<file path="src/rtl/bmw_pkg.sv">
package bmw_pkg;
    localparam int NUM_CH  = 2;
    localparam int BYTE_W  = 8;
    localparam int RDATA_W = 32;

    typedef enum logic [1:0] {
        REG_CMD  = 2'd0,
        REG_MODE = 2'd1,
        REG_STAT = 2'd2,
        REG_TIM  = 2'd3
    } reg_sel_e;

    localparam logic [BYTE_W-1:0] STAT_DIRECT_M = 8'h60;
    localparam logic [BYTE_W-1:0] STAT_W1C_M    = 8'h06;
    localparam logic [BYTE_W-1:0] STAT_KEEP_M   = 8'h01;
    localparam logic [BYTE_W-1:0] STAT_IMPL_M   = STAT_DIRECT_M | STAT_W1C_M | STAT_KEEP_M;
    localparam int STAT_ACT = 0;
    localparam int STAT_ERR = 1;
    localparam int STAT_IRQ = 2;
    localparam int MODE_IRQ_LSB  = 2;
    localparam int MODE_MASK_LSB = 4;

    typedef struct packed {
        logic [BYTE_W-1:0] cmd;
        logic [BYTE_W-1:0] stat;
        logic [BYTE_W-1:0] tim;
        logic              strobe;
    } chan_state_t;

    typedef struct packed {
        logic [NUM_CH-1:0] mask;
        logic [NUM_CH-1:0] irq;
        logic              pulse;
    } mode_state_t;
endpackage

</file>
<file path="src/rtl/bmw_decode.sv">
module bmw_decode
    import bmw_pkg::*;
#(
    parameter int ADDR_W = 4
) (
    input  logic                acc_valid,
    input  logic                acc_write,
    input  logic [1:0]          acc_size,
    input  logic [ADDR_W-1:0]   acc_addr,
    output logic                rd_hit,
    output logic [ADDR_W-4:0]   rd_ch,
    output reg_sel_e            rd_reg,
    output logic [NUM_CH-1:0]   wr_cmd,
    output logic [NUM_CH-1:0]   wr_stat,
    output logic [NUM_CH-1:0]   wr_tim,
    output logic                wr_mode
);
    localparam int CH_W = ADDR_W - 3;

    logic byte_hit;
    logic wr_hit;

    assign rd_ch    = acc_addr[ADDR_W-1:3];
    assign rd_reg   = reg_sel_e'(acc_addr[1:0]);
    assign byte_hit = acc_valid && (acc_size == 2'd0) && !acc_addr[2]
                      && (int'(rd_ch) < NUM_CH);
    assign rd_hit   = byte_hit;
    assign wr_hit   = byte_hit && acc_write;
    assign wr_mode  = wr_hit && (rd_reg == REG_MODE);

    for (genvar c = 0; c < NUM_CH; c++) begin : g_ch
        logic sel;
        assign sel        = wr_hit && (rd_ch == CH_W'(c));
        assign wr_cmd[c]  = sel && (rd_reg == REG_CMD);
        assign wr_stat[c] = sel && (rd_reg == REG_STAT);
        assign wr_tim[c]  = sel && (rd_reg == REG_TIM);
    end

    // a wider access never reaches any register
    always_comb begin
        if (acc_size != 2'd0) begin
            assert_wide_no_we_R2: assert ((wr_cmd | wr_stat | wr_tim) == '0 && !wr_mode);
        end
    end
endmodule

</file>
<file path="src/rtl/bmw_chan.sv">
module bmw_chan
    import bmw_pkg::*;
(
    input  logic              clk,
    input  logic              rst_n,
    input  logic              wr_cmd,
    input  logic              wr_stat,
    input  logic              wr_tim,
    input  logic [BYTE_W-1:0] wdata,
    input  logic              busy,
    input  logic              err_set,
    input  logic              irq_set,
    output logic [BYTE_W-1:0] cmd_q,
    output logic [BYTE_W-1:0] stat_q,
    output logic [BYTE_W-1:0] tim_q,
    output logic              strobe_q
);
    chan_state_t st_d, st_q;

    always_comb begin
        logic [BYTE_W-1:0] s;
        st_d        = st_q;
        st_d.strobe = wr_cmd;
        if (wr_cmd) st_d.cmd = wdata;
        if (wr_tim) st_d.tim = wdata;
        s = st_q.stat;
        if (wr_stat) begin
            s = (wdata & STAT_DIRECT_M) | (s & STAT_KEEP_M) | (s & ~wdata & STAT_W1C_M);
        end
        s[STAT_ACT] = busy;
        s[STAT_ERR] = s[STAT_ERR] | err_set;
        s[STAT_IRQ] = s[STAT_IRQ] | irq_set;
        st_d.stat   = s & STAT_IMPL_M;
    end

    always_ff @(posedge clk) begin
        if (!rst_n) st_q <= '0;
        else        st_q <= st_d;
    end

    assign cmd_q    = st_q.cmd;
    assign stat_q   = st_q.stat;
    assign tim_q    = st_q.tim;
    assign strobe_q = st_q.strobe;

    assert_stat_rsvd_R6: assert property (@(posedge clk) disable iff (!rst_n)
        (stat_q & ~STAT_IMPL_M) == '0);
    assert_err_set_wins_R8: assert property (@(posedge clk) disable iff (!rst_n)
        err_set |=> stat_q[STAT_ERR]);
    assert_irq_set_wins_R8: assert property (@(posedge clk) disable iff (!rst_n)
        irq_set |=> stat_q[STAT_IRQ]);
    assert_active_follows_R7: assert property (@(posedge clk) disable iff (!rst_n)
        busy |=> stat_q[STAT_ACT]);
    assert_tim_hold_R9: assert property (@(posedge clk) disable iff (!rst_n)
        !wr_tim |=> $stable(tim_q));
    assert_cmd_strobe_R3: assert property (@(posedge clk) disable iff (!rst_n)
        wr_cmd |=> strobe_q && cmd_q == $past(wdata));
endmodule

</file>
<file path="src/rtl/bmw_mode.sv">
module bmw_mode
    import bmw_pkg::*;
(
    input  logic              clk,
    input  logic              rst_n,
    input  logic              wr_mode,
    input  logic [BYTE_W-1:0] wdata,
    input  logic [NUM_CH-1:0] irq_lvl,
    output logic [BYTE_W-1:0] mode_q,
    output logic              pulse_q
);
    mode_state_t md_d, md_q;

    always_comb begin
        md_d       = md_q;
        md_d.irq   = irq_lvl;
        md_d.pulse = wr_mode;
        if (wr_mode) md_d.mask = wdata[MODE_MASK_LSB +: NUM_CH];
    end

    always_ff @(posedge clk) begin
        if (!rst_n) md_q <= '0;
        else        md_q <= md_d;
    end

    always_comb begin
        mode_q = '0;
        mode_q[MODE_IRQ_LSB  +: NUM_CH] = md_q.irq;
        mode_q[MODE_MASK_LSB +: NUM_CH] = md_q.mask;
    end
    assign pulse_q = md_q.pulse;

    assert_mask_hold_R4: assert property (@(posedge clk) disable iff (!rst_n)
        !wr_mode |=> $stable(mode_q[MODE_MASK_LSB +: NUM_CH]));
    assert_mask_pulse_R5: assert property (@(posedge clk) disable iff (!rst_n)
        wr_mode |=> pulse_q);
    assert_no_spurious_pulse_R5: assert property (@(posedge clk) disable iff (!rst_n)
        !wr_mode |=> !pulse_q);
endmodule

</file>
<file path="src/rtl/bmw_port.sv">
module bmw_port
    import bmw_pkg::*;
#(
    parameter int ADDR_W = 4
) (
    input  logic                      clk,
    input  logic                      rst_n,
    input  logic                      acc_valid,
    input  logic                      acc_write,
    input  logic [1:0]                acc_size,
    input  logic [ADDR_W-1:0]         acc_addr,
    input  logic [BYTE_W-1:0]         acc_wdata,
    output logic [RDATA_W-1:0]        acc_rdata,
    input  logic [NUM_CH-1:0]         dma_active,
    input  logic [NUM_CH-1:0]         dma_err_set,
    input  logic [NUM_CH-1:0]         dma_irq_set,
    input  logic [NUM_CH-1:0]         chan_irq,
    output logic [NUM_CH-1:0]         cmd_wr,
    output logic [NUM_CH*BYTE_W-1:0]  chan_cmd,
    output logic [NUM_CH*BYTE_W-1:0]  chan_status,
    output logic [NUM_CH*BYTE_W-1:0]  chan_timing,
    output logic [BYTE_W-1:0]         mode_val,
    output logic                      mask_upd
);
    localparam int CH_W = ADDR_W - 3;

    logic              rd_hit;
    logic [CH_W-1:0]   rd_ch;
    reg_sel_e          rd_reg;
    logic [NUM_CH-1:0] wr_cmd, wr_stat, wr_tim;
    logic              wr_mode;
    logic [BYTE_W-1:0] cmd_a  [NUM_CH];
    logic [BYTE_W-1:0] stat_a [NUM_CH];
    logic [BYTE_W-1:0] tim_a  [NUM_CH];

    bmw_decode #(.ADDR_W(ADDR_W)) u_decode (
        .acc_valid (acc_valid),
        .acc_write (acc_write),
        .acc_size  (acc_size),
        .acc_addr  (acc_addr),
        .rd_hit    (rd_hit),
        .rd_ch     (rd_ch),
        .rd_reg    (rd_reg),
        .wr_cmd    (wr_cmd),
        .wr_stat   (wr_stat),
        .wr_tim    (wr_tim),
        .wr_mode   (wr_mode)
    );

    for (genvar c = 0; c < NUM_CH; c++) begin : g_chan
        bmw_chan u_chan (
            .clk      (clk),
            .rst_n    (rst_n),
            .wr_cmd   (wr_cmd[c]),
            .wr_stat  (wr_stat[c]),
            .wr_tim   (wr_tim[c]),
            .wdata    (acc_wdata),
            .busy     (dma_active[c]),
            .err_set  (dma_err_set[c]),
            .irq_set  (dma_irq_set[c]),
            .cmd_q    (cmd_a[c]),
            .stat_q   (stat_a[c]),
            .tim_q    (tim_a[c]),
            .strobe_q (cmd_wr[c])
        );
        assign chan_cmd[c*BYTE_W +: BYTE_W]    = cmd_a[c];
        assign chan_status[c*BYTE_W +: BYTE_W] = stat_a[c];
        assign chan_timing[c*BYTE_W +: BYTE_W] = tim_a[c];
    end

    bmw_mode u_mode (
        .clk     (clk),
        .rst_n   (rst_n),
        .wr_mode (wr_mode),
        .wdata   (acc_wdata),
        .irq_lvl (chan_irq),
        .mode_q  (mode_val),
        .pulse_q (mask_upd)
    );

    always_comb begin
        acc_rdata = '1;
        if (rd_hit) begin
            acc_rdata = '0;
            unique case (rd_reg)
                REG_CMD:  acc_rdata[BYTE_W-1:0] = cmd_a[rd_ch];
                REG_MODE: acc_rdata[BYTE_W-1:0] = mode_val;
                REG_STAT: acc_rdata[BYTE_W-1:0] = stat_a[rd_ch];
                REG_TIM:  acc_rdata[BYTE_W-1:0] = tim_a[rd_ch];
            endcase
        end
    end

    assert_cmd_onehot_R3: assert property (@(posedge clk) disable iff (!rst_n)
        $onehot0(cmd_wr));
    assert_wide_read_ones_R2: assert property (@(posedge clk) disable iff (!rst_n)
        (acc_valid && acc_size != 2'd0) |-> acc_rdata == '1);
endmodule

</file>
<file path="config.mk">
export PLATFORM = sky130hd
export DESIGN_NAME = bmw_port
export DESIGN_NICKNAME = d
export VERILOG_FILES = /design/src/rtl/bmw_pkg.sv /design/src/rtl/bmw_decode.sv /design/src/rtl/bmw_chan.sv /design/src/rtl/bmw_mode.sv /design/src/rtl/bmw_port.sv
export SDC_FILE = /design/constraint.sdc
export NUM_CORES = 1
export LEC_CHECK = 0
export CAP_MARGIN = 40
export CORE_UTILIZATION = 63
export DETAILED_ROUTE_END_ITERATION = 12
export DONT_BUFFER_PORTS = 1
export PLACE_DENSITY_LB_ADDON = 0.3
export SETUP_SLACK_MARGIN = 0.3
export SLEW_MARGIN = 25
export SYNTH_ARGS = -nofsm -noshare
export SYNTH_HDL_FRONTEND = slang
export SYNTH_HIERARCHICAL = 1
export SYNTH_SLANG_ARGS = --single-unit
</file>
<file path="constraint.sdc">
create_clock -name clk -period 1.9 [get_ports clk]
set_input_delay 0.095 -clock clk [delete_from_list [all_inputs] [get_ports clk]]
set_output_delay 0.095 -clock clk [all_outputs]
set_load 0.01 [all_outputs]
</file>
; ---- After elaboration in Yosys (flattened, before gate mapping)
; Cells that the tools add are included.
[classes]
n_reduce_logical = 15
bitwise_logic = 13
n_eq_ne = 3
muxes = 13
magnitude_cmp = 1
[ops]
columns = operator, count
row1 = 8-bit 2-to-1 mux, 8
row2 = 32-bit 2-to-1 mux, 1
row3 = 8-bit one-hot mux with 4 select lines, 1
row4 = 7-bit by 1-bit bitwise OR with 7-bit output, 2
row5 = 7-bit by 3-bit bitwise OR with 7-bit output, 2
row6 = 1-bit logical AND, 12
row7 = 7-bit 2-to-1 mux, 1
row8 = 3-bit bitwise AND, 2
row9 = 3-bit 2-to-1 mux, 2
row10 = 2-bit == test (second input constant), 2
row11 = 2-bit logical NOT, 2
row12 = 1-bit bitwise OR, 4
row13 = 3-bit inverter, 1
row14 = 2-bit by 1-bit == test with 1-bit output (second input constant), 1
row15 = 2-bit >= comparator (second input constant), 1
row16 = 1-bit inverter with 2-bit output, 1
row17 = 1-bit logical NOT, 1
row18 = 1-bit inverter, 1
[totals]
in_bits = 26
ff_bits = 49

; ---- Longest topological paths before layout
; Gate-level depths: netlist of run 1.
[depth]
word_depth = 8
mapped_depth = 6

; ---- Hierarchy
; Netlist of run 1, hierarchy kept.
[by_module_without_submodules]
columns = module, seq_area_each_um2, area_per_inst_um2, cells_per_inst, n_inst
row1 = bmw_chan, 440.4, 835.8, 74, 2
row2 = bmw_port, 0.0, 708.2, 97, 1
row3 = bmw_mode, 100.1, 186.4, 17, 1
row4 = bmw_decode, 0.0, 127.6, 17, 1

; ---- Worst setup path before layout of run 1
; No wires, ideal clock.
[synth_path]
path_type = input port to output port
start = input port acc_addr[2]
end = output port acc_rdata[10]
t_required_ns = 1.805
cell_stages = 3
path_slack_ns = 0.285
path_buffers = 1
arrival_time_ns = 1.520
cell_sequence = nor4b_1 > inv_1 > buf_4
[synth_via]
elab_chain_len = 3
[synth_rtl]
columns = element, line
row1 = "start, declared", bmw_port.sv:11  ; input logic [ADDR_W-1:0] acc_addr,
row2 = 1-bit logical NOT, bmw_decode.sv:25  ; assign byte_hit = acc_valid && (acc_size == 2'd0) && !acc_addr[2]
row3 = 1-bit logical AND, bmw_decode.sv:25
row4 = 32-bit 2-to-1 mux, bmw_port.sv:83  ; if (rd_hit) begin
row5 = "end, declared", bmw_port.sv:13  ; output logic [RDATA_W-1:0] acc_rdata,
; Every way passes these cells.

; ---- Final worst setup path of run 1
[layout_path]
start = input port acc_addr[2]
end = register g_chan[0].u_chan.st_q (netlist bit g_chan[0].u_chan/stat_q[1])
[layout_via]
elab_chain_len = 7
[layout_rtl]
columns = element, line
row1 = 1-bit logical NOT, bmw_decode.sv:25
row2 = 1-bit logical AND, bmw_decode.sv:25
row3 = 1-bit logical AND, bmw_decode.sv:28  ; assign wr_hit = byte_hit && acc_write;
row4 = 1-bit logical AND, bmw_decode.sv:33  ; assign sel = wr_hit && (rd_ch == CH_W'(c));
row5 = 1-bit logical AND, bmw_decode.sv:35  ; assign wr_stat[c] = sel && (rd_reg == REG_STAT);
row6 = named net wr_stat[0], bmw_port.sv:30  ; logic [NUM_CH-1:0] wr_cmd, wr_stat, wr_tim;
row7 = 3-bit 2-to-1 mux, bmw_chan.sv:27  ; if (wr_stat) begin
row8 = 1-bit bitwise OR, bmw_chan.sv:31  ; s[STAT_ERR] = s[STAT_ERR] | err_set;
row9 = "end signal, assigned", bmw_chan.sv:38  ; else st_q <= st_d;
row10 = "end, declared", bmw_chan.sv:18  ; chan_state_t st_d, st_q;
; The timed path passes the listed nets, and every way through them passes these cells.
; A chain may end at the register's enable or synchronous reset.

==> results of run 1 <==
report_power, final:
| group | switching (mW) | internal, mW | total [mW] | leakage (nW) |
|---|---|---|---|---|
| Sequential | 0.0157 | 1.04 | 1.05 | 0.397 |
| Combinational | 0.0904 | 0.0767 | 0.167 | 0.484 |
| Clock | 0.332 | 0.256 | 0.587 | 0.0450 |
| Total | 0.438 | 1.37 | 1.81 | 0.926 |
worst max-delay path by stage:
| stage | startpoint | endpoint | slack (ns) | cells after the start |
|---|---|---|---|---|
| finish | acc_addr[2] | g_chan[0].u_chan/stat_q[1]$_SDFF_PN0_ | 0.36 | 5 |
| global placement | acc_addr[2] | u_mode/mode_q[5]$_SDFFE_PN0P_ | 0.34 | 4 |
| CTS | acc_addr[2] | g_chan[1].u_chan/stat_q[2]$_SDFF_PN0_ | 0.37 | 4 |
| detailed placement | acc_addr[2] | u_mode/mode_q[4]$_SDFFE_PN0P_ | 0.31 | 4 |
| global route | acc_addr[2] | g_chan[0].u_chan/stat_q[1]$_SDFF_PN0_ | 0.31 | 5 |
| floorplan | acc_addr[2] | g_chan[0].u_chan/stat_q[5]$_SDFFE_PN0P_ | 0.36 | 4 |
stage by stage:
stage / total power [mW] / util
2_1_floorplan: 1.24 / -
3_3_place_gp: 1.19 / 0.603
3_5_place_dp: 1.19 / 0.603
4_1_cts: 1.82 / 0.668
5_1_grt: 1.88 / 0.669
6_report: 1.81 / 0.669
synthesized netlist by cell type (4+ instances only):
cell	number	area [µm²]
o21ai_0	12	60.1
or3_1	8	50.1
dfxtp_1	49	981
nor2_1	10	37.5
buf_4	36	270
mux2i_1	62	621
inv_1	14	52.6
a31oi_1	4	25.0
nor2b_1	38	238
and2_1	4	25.0
o22ai_1	8	50.1
clkbuf_2	4	20.0
buf_6	5	56.3
per-layer routing:
| layer | wire [µm] | GRT usage |
|---|---|---|
| met4 | 89 | 0.112 |
| met2 | 2880 | 0.451 |
| met1 | 2430 | 0.308 |
| met3 | 419 | 0.0828 |
| met5 | 0 | 0 |
state kept, by name, indices dropped and copies added (netlist names):
signal / cells
u_mode/mode_q: 4
g_chan.u_chan/tim_q: 16
g_chan.u_chan/stat_q: 10
g_chan.u_chan/strobe_q: 2
g_chan.u_chan/cmd_q: 16
u_mode/pulse_q: 1
cells by family after synthesis:
family,Yosys count,share of synthesized area
other,3,0.00418
multiplexers,62,0.230
AO/OA/AOI/OAI,24,0.0502
AND/OR/NAND/NOR,78,0.182
buffers and inverters,63,0.170
flip-flops,49,0.364
what timing repair did:
item                                    CTS  global route
hold buffers                             17             0
gates resized for setup                   0             1
endpoints found under the hold margin    49             0
endpoints found under the setup margin    0             1
layout make-up:
type	count	area [µm²]	share of cell area
flip-flops and latches	49	981	0.361
well taps	50	62.6	0.0231
repair buffers	24	233	0.0858
multi-input cells	174	1300	0.480
clock inverters	2	10.0	0.00369
clock buffers	6	72.6	0.0267
inverters	14	52.6	0.0194
worst reg2reg max path, stage by stage, from the launching register on:
cell and delay (ns):
dfxtp_1 0.41, o21ai_0 0.12, a31oi_1 0.17, dlygate4sd3_1 0.58
==> metrics.yaml, run 1 <==
first_iter_violations: 82
crit_type: "primary input to flip-flop"
area_delta_synth_final_pct: 0.743
initial_core_util: 0.664
cts_tree: "yes"
cp-end-kind: "flip-flop"
place_area_mm2: 0.00245
numCtsBuffers: 5
drive_gt1_frac: 0.100
path_delay_family: "buffers and inverters"
dpl.cell_count: 294
final_cells: 319
slew_headroom: 0.563
r2r.worst_path.cells: 3
fill_cells: 342
gp_congestion: 0.727
critPathRequiredTime_ns: 2.09
startpoint_type: "primary input"
min_to: "g_chan[1].u_chan/stat_q[1]$_SDFF_PN0_"
max-vdd-ir-drop_mv: 0.474
die_y_um: 67.4
clkLatencyLatePin_ns: 0.29
yosysWarnings: 6
worst-path-buf-inv: 2
ios: 117
nets: 294
slowest_stage: "dlygate4sd3_1"
synthesis.instances: 279
status: "completed"
wl_mm: 5.83
synth-seq-cells: 49
port_buffers: 0
dp_hpwl_mm: 3.86
ant_nets: 0
skew_ns: 0
r2r-start: "g_chan[0].u_chan/stat_q[1]$_SDFF_PN0_"
postCtsSetupBuffers: 0
setup_viol: 0
track_usage: 0.266
vias: 1801
die_w_um: 67.4
crit_arrival_ns: 1.73
timing.final.crit_share: 0.810
synth_cell_type_count: 28
slew_viol_final: 0
via_per_inst: 5.65
n_antenna_cell: 0
clockBufferDepth: 2
fin_area_mm2: 0.00271
tns_ns: 0
worst_slack_ns: 0.362
yosys_most_used_dff: "dfxtp_1"
leakage_nw: 0.926
path_clk_slew_ns: 0.09
avgRoutedWirePerCell_um: 18.3
min_path_type: "primary input to flip-flop"
grt_max_degree: 49
worstHoldPathCells: 2
grt_pass1_wl_mm: 8.56
gr-total-overflow: 0
async_flop_share: 0
r2r_slack_ns: 0.56
post_synth.cell_area_avg_um2: 9.66
grt_pass1_vias: 1670
min_from: "dma_err_set[1]"
antenna_found_initial: 0
r2r_end: "g_chan[0].u_chan/stat_q[1]$_SDFF_PN0_"
cellPowerDensity_mw_per_mm2: 667
cts_num_sinks: 49
synth-edff-count: 0
worstPathMaxFanout: 4
layout_commonest_cell: "mux2i_1"
crit_chain: "or4b_4, nor4_1, buf_4, a31oi_1, dlygate4sd3_1"
post-place-ws_ns: 0.309
ys_seq_area_frac: 0.364
finalHoldViolCount: 0
htreeDepth: 2
drt-pass1-iter-count: 4
core_area_mm2: 0.00406
netlist_area_mm2: 0.00269
drc: 0
critPathMaxStageDelay_ns: 0.58
most-common-layout-cells: "mux2i_1, dfxtp_1, nor2b_1, dlygate4sd3_1, inv_1"
row_count: 23
fmax_ghz: 0.650
cap_viol_max_count: 0
worst_slew_pin_slew_ns: 0.661
whs_ns: 0.0115
die_area_mm2: 0.00454
rsz0062_at_grt: "no"
cts-root-buf: "clkbuf_8"
post-route-min-period_ns: 1.54
Power figures use the tool's default switching activity.
==> inputs of run 2 (changes only) <==
- ABC_AREA: default -> 1
- CORE_UTILIZATION: 63 -> 57
- clock period: 1.9 -> 1.4 ns (I/O delays scaled with it)
==> metrics.yaml, run 2 <==
status: "completed"
postCtsSetupBuffers: 0  # unchanged
r2r_end: "g_chan[0].u_chan/cmd_q[1]$_SDFFE_PN0P_"
synth_cell_type_count: 18  # -36%
critPathLaunch: "g_chan[0].u_chan/tim_q[5]$_SDFFE_PN0P_"
finalHoldViolCount: 0  # unchanged
avgRoutedWirePerCell_um: 15.5  # -15%
drt-pass1-iter-count: 5  # +1
fmax_ghz: 0.834
crit_type: "flip-flop to output pin"
r2r.worst_path.cells: 2  # -1
grt_max_degree: 48  # -2.0%
track_usage: 0.286  # +0.0199
n_antenna_cell: 0  # unchanged
dp_hpwl_mm: 4.66  # +21%
synth_xor_xnor_area_share: 0  # unchanged
synth_commonest_cells: "nand2_1, nor2_1, dfxtp_1"
met1_length_mm: 2.68  # +10%
grt_pass1_vias: 2187  # +31%
htreeDepth: 2  # unchanged
cap_viol_max_count: 0  # unchanged
max-vdd-ir-drop_mv: 0.664  # +40%
clockBufferDepth: 2  # unchanged
rsz0062_at_grt: "yes"
row_count: 24  # +4.3%
slew_headroom: 0.539  # -0.0241
port_buffers: 0  # unchanged
yosys.area.top_type: "dfxtp_1"
slew_viol_final: 0  # unchanged
r2r-start: "g_chan[0].u_chan/cmd_q[1]$_SDFFE_PN0P_"
via_per_inst: 5.37  # -4.9%
wl_met2_mm: 3.44  # +19%
switching_share: 0.242  # about the same
crit_end: "acc_rdata[5]"
worst_slew_pin_slew_ns: 0.689  # +0.0282 ns
drive_gt1_frac: 0.190  # +0.0895
timing.final.crit_share: 0.857
cp-end-kind: "output pin"
area_delta_synth_final_pct: 7.01
final_cells: 447  # +40%
yosysWarnings: 6  # unchanged
yosysTopAreaCellShare: 0.376  # +0.0122
synth-edff-count: 0  # unchanged
whs_ns: 0.0504  # +0.0389 ns
power.internal_mw: 2.05  # +50%
power_mw: 2.71  # +50%
crit_arrival_ns: 1.13  # -0.60 ns
vias: 2401  # +33%
post-route-min-period_ns: 1.20
clkPwrFrac: 0.389  # +0.064
fill_cells: 418  # +22%
synth_fa_ha_area_frac: 0  # unchanged
cts-root-buf: "clkbuf_8"
die_y_um: 69.6  # +3.3%
dr.max_layer_used: "met4"
die_w_um: 69.6  # +3.3%
gp_congestion: 0.786  # +8.1%
yosys-top-cells-area: "dfxtp_1, nand2_1, nor2_1, buf_4, o21ai_0"
initial_core_util: 0.594  # -0.0694
wl_mm: 6.94  # +19%
synth-seq-cells: 49  # unchanged
cellPowerDensity_mw_per_mm2: 971  # +46%
yosysMostFrequentCell: "nand2_1"
layout_commonest_cell: "nand2_1"
first_iter_violations: 118  # +44%
synth_compound_area_frac: 0.108  # +0.0574
cts_tree: "yes"
die_area_mm2: 0.00485  # +6.7%
startpoint_type: "flip-flop"
most-common-layout-cells: "nand2_1, nor2_1, o21ai_0, inv_1, dfxtp_2"
cts_num_sinks: 49  # unchanged
worstPathMaxFanout: 3  # -1
final_util: 0.636  # -0.0327
pwr-share-seq: 0.523  # -0.060
netlist_area_mm2: 0.00261  # -3.3%
critPathRequiredTime_ns: 1.33  # -0.76 ns
async_flop_share: 0  # unchanged
numCtsBuffers: 5  # unchanged
p_switching_mw: 0.656  # +50%
post_synth.cell_area_avg_um2: 6.44  # -33%
clkLatencyLatePin_ns: 0.30  # about the same
core_area_mm2: 0.00438  # +8.0%
ios: 117  # unchanged
synth-simple-area-share: 0.327  # +0.145
drc: 0  # unchanged
wl_met3_um: 697  # +66%
yosys_most_used_dff: "dfxtp_1"
dpl.cell_count: 422  # +44%
synthesis.instances: 405  # +45%
min_path_type: "primary input to flip-flop"
setup_viol: 0  # unchanged
tns_ns: 0  # unchanged
synthMuxAreaShare: 0  # -0.230
nets: 420  # +43%
gr-total-overflow: 0  # unchanged
comb_power_share: 0.088  # -0.004
skew_ns: 0  # unchanged
synth_top_family_by_area: "simple AND/OR/NAND/NOR gates"
seqCellArea_mm2: 0.00106  # +7.7%
path_clk_slew_ns: 0.09  # about the same
r2r_slack_ns: 0.69  # +0.13 ns
ys_seq_area_frac: 0.376  # +0.0122
multiInputGateArea_mm2: 0.00121  # -6.8%
ant_nets: 0  # unchanged
leakage_nw: 1.35  # +46%
antenna_found_initial: 0  # unchanged
grt_pass1_wl_mm: 10.8  # +26%
[run 2: repair_timing]
action / in CTS / in global routing
pin swaps: 3 / 7
endpoints found under the hold margin: 49 / 0
endpoints found under the setup margin: 8 / 32
hold buffers: 17 / 0
gates resized for setup: 49 / 12
[run 2: area by class of cell]
| class | instances | share of cell area |
|---|---|---|
| clock inverter | 1 | 0.0108 |
| clock buffer | 7 | 0.0310 |
| inverter | 30 | 0.0417 |
| sequential | 49 | 0.379 |
| timing repair buffer | 22 | 0.0794 |
| tap | 52 | 0.0233 |
| multi-input combinational | 286 | 0.435 |
[run 2: worst max-delay path: stages (launching register included)]
cell and delay, ns:
dfxtp_2 0.36, nand2_2 0.08, nand2_2 0.04, nand2_1 0.05
nand2_1 0.06, nor2_1 0.12, nand2_1 0.12
[run 2: kinds of logic after synthesis]
kind of cell / Yosys count
AO/OA/AOI/OAI: 56
buffers and inverters: 77
flip-flops: 49
other: 3
AND/OR/NAND/NOR: 220
[run 2: metal layers]
layer | global-route usage | vias to the layer above
li1 | - | 1178
met1 | 0.331 | 1068
met2 | 0.499 | 144
met3 | 0.0741 | 11
met4 | 0.118 | 0
met5 | 0 | -
[run 2: power groups by stage]
stage                     sequential [mW]  combinational [mW]  clock [mW]
after global placement               1.47               0.145           0
after detailed placement             1.47               0.147           0
after floorplan                      1.47               0.210           0
final                                1.42               0.238        1.05
after CTS                            1.43               0.230        1.07
after global routing                 1.42               0.260        1.13
[run 2: stage by stage]
stage | worst slack [ns] | cell area (µm²)
after global placement | 0.325 | 2380
final | 0.201 | 2790
after floorplan | 0.337 | 2640
after detailed placement | 0.236 | 2380
after global routing | 0.109 | 2790
after CTS | 0.210 | 2760
[run 2: worst min path at each step]
stage / startpoint / endpoint / slack, ns / cells past startpoint
5_1_grt: acc_addr[0] / u_mode/pulse_q$_SDFF_PN0_ / 0.07 / 4
3_3_place_gp: rst_n / u_mode/mode_q[2]$_SDFF_PN0_ / 0.17 / 2
3_5_place_dp: rst_n / u_mode/mode_q[3]$_SDFF_PN0_ / 0.17 / 2
4_1_cts: acc_addr[0] / u_mode/pulse_q$_SDFF_PN0_ / 0.04 / 4
2_1_floorplan: rst_n / u_mode/mode_q[2]$_SDFF_PN0_ / 0.16 / 2
6_report: acc_addr[0] / u_mode/pulse_q$_SDFF_PN0_ / 0.05 / 4
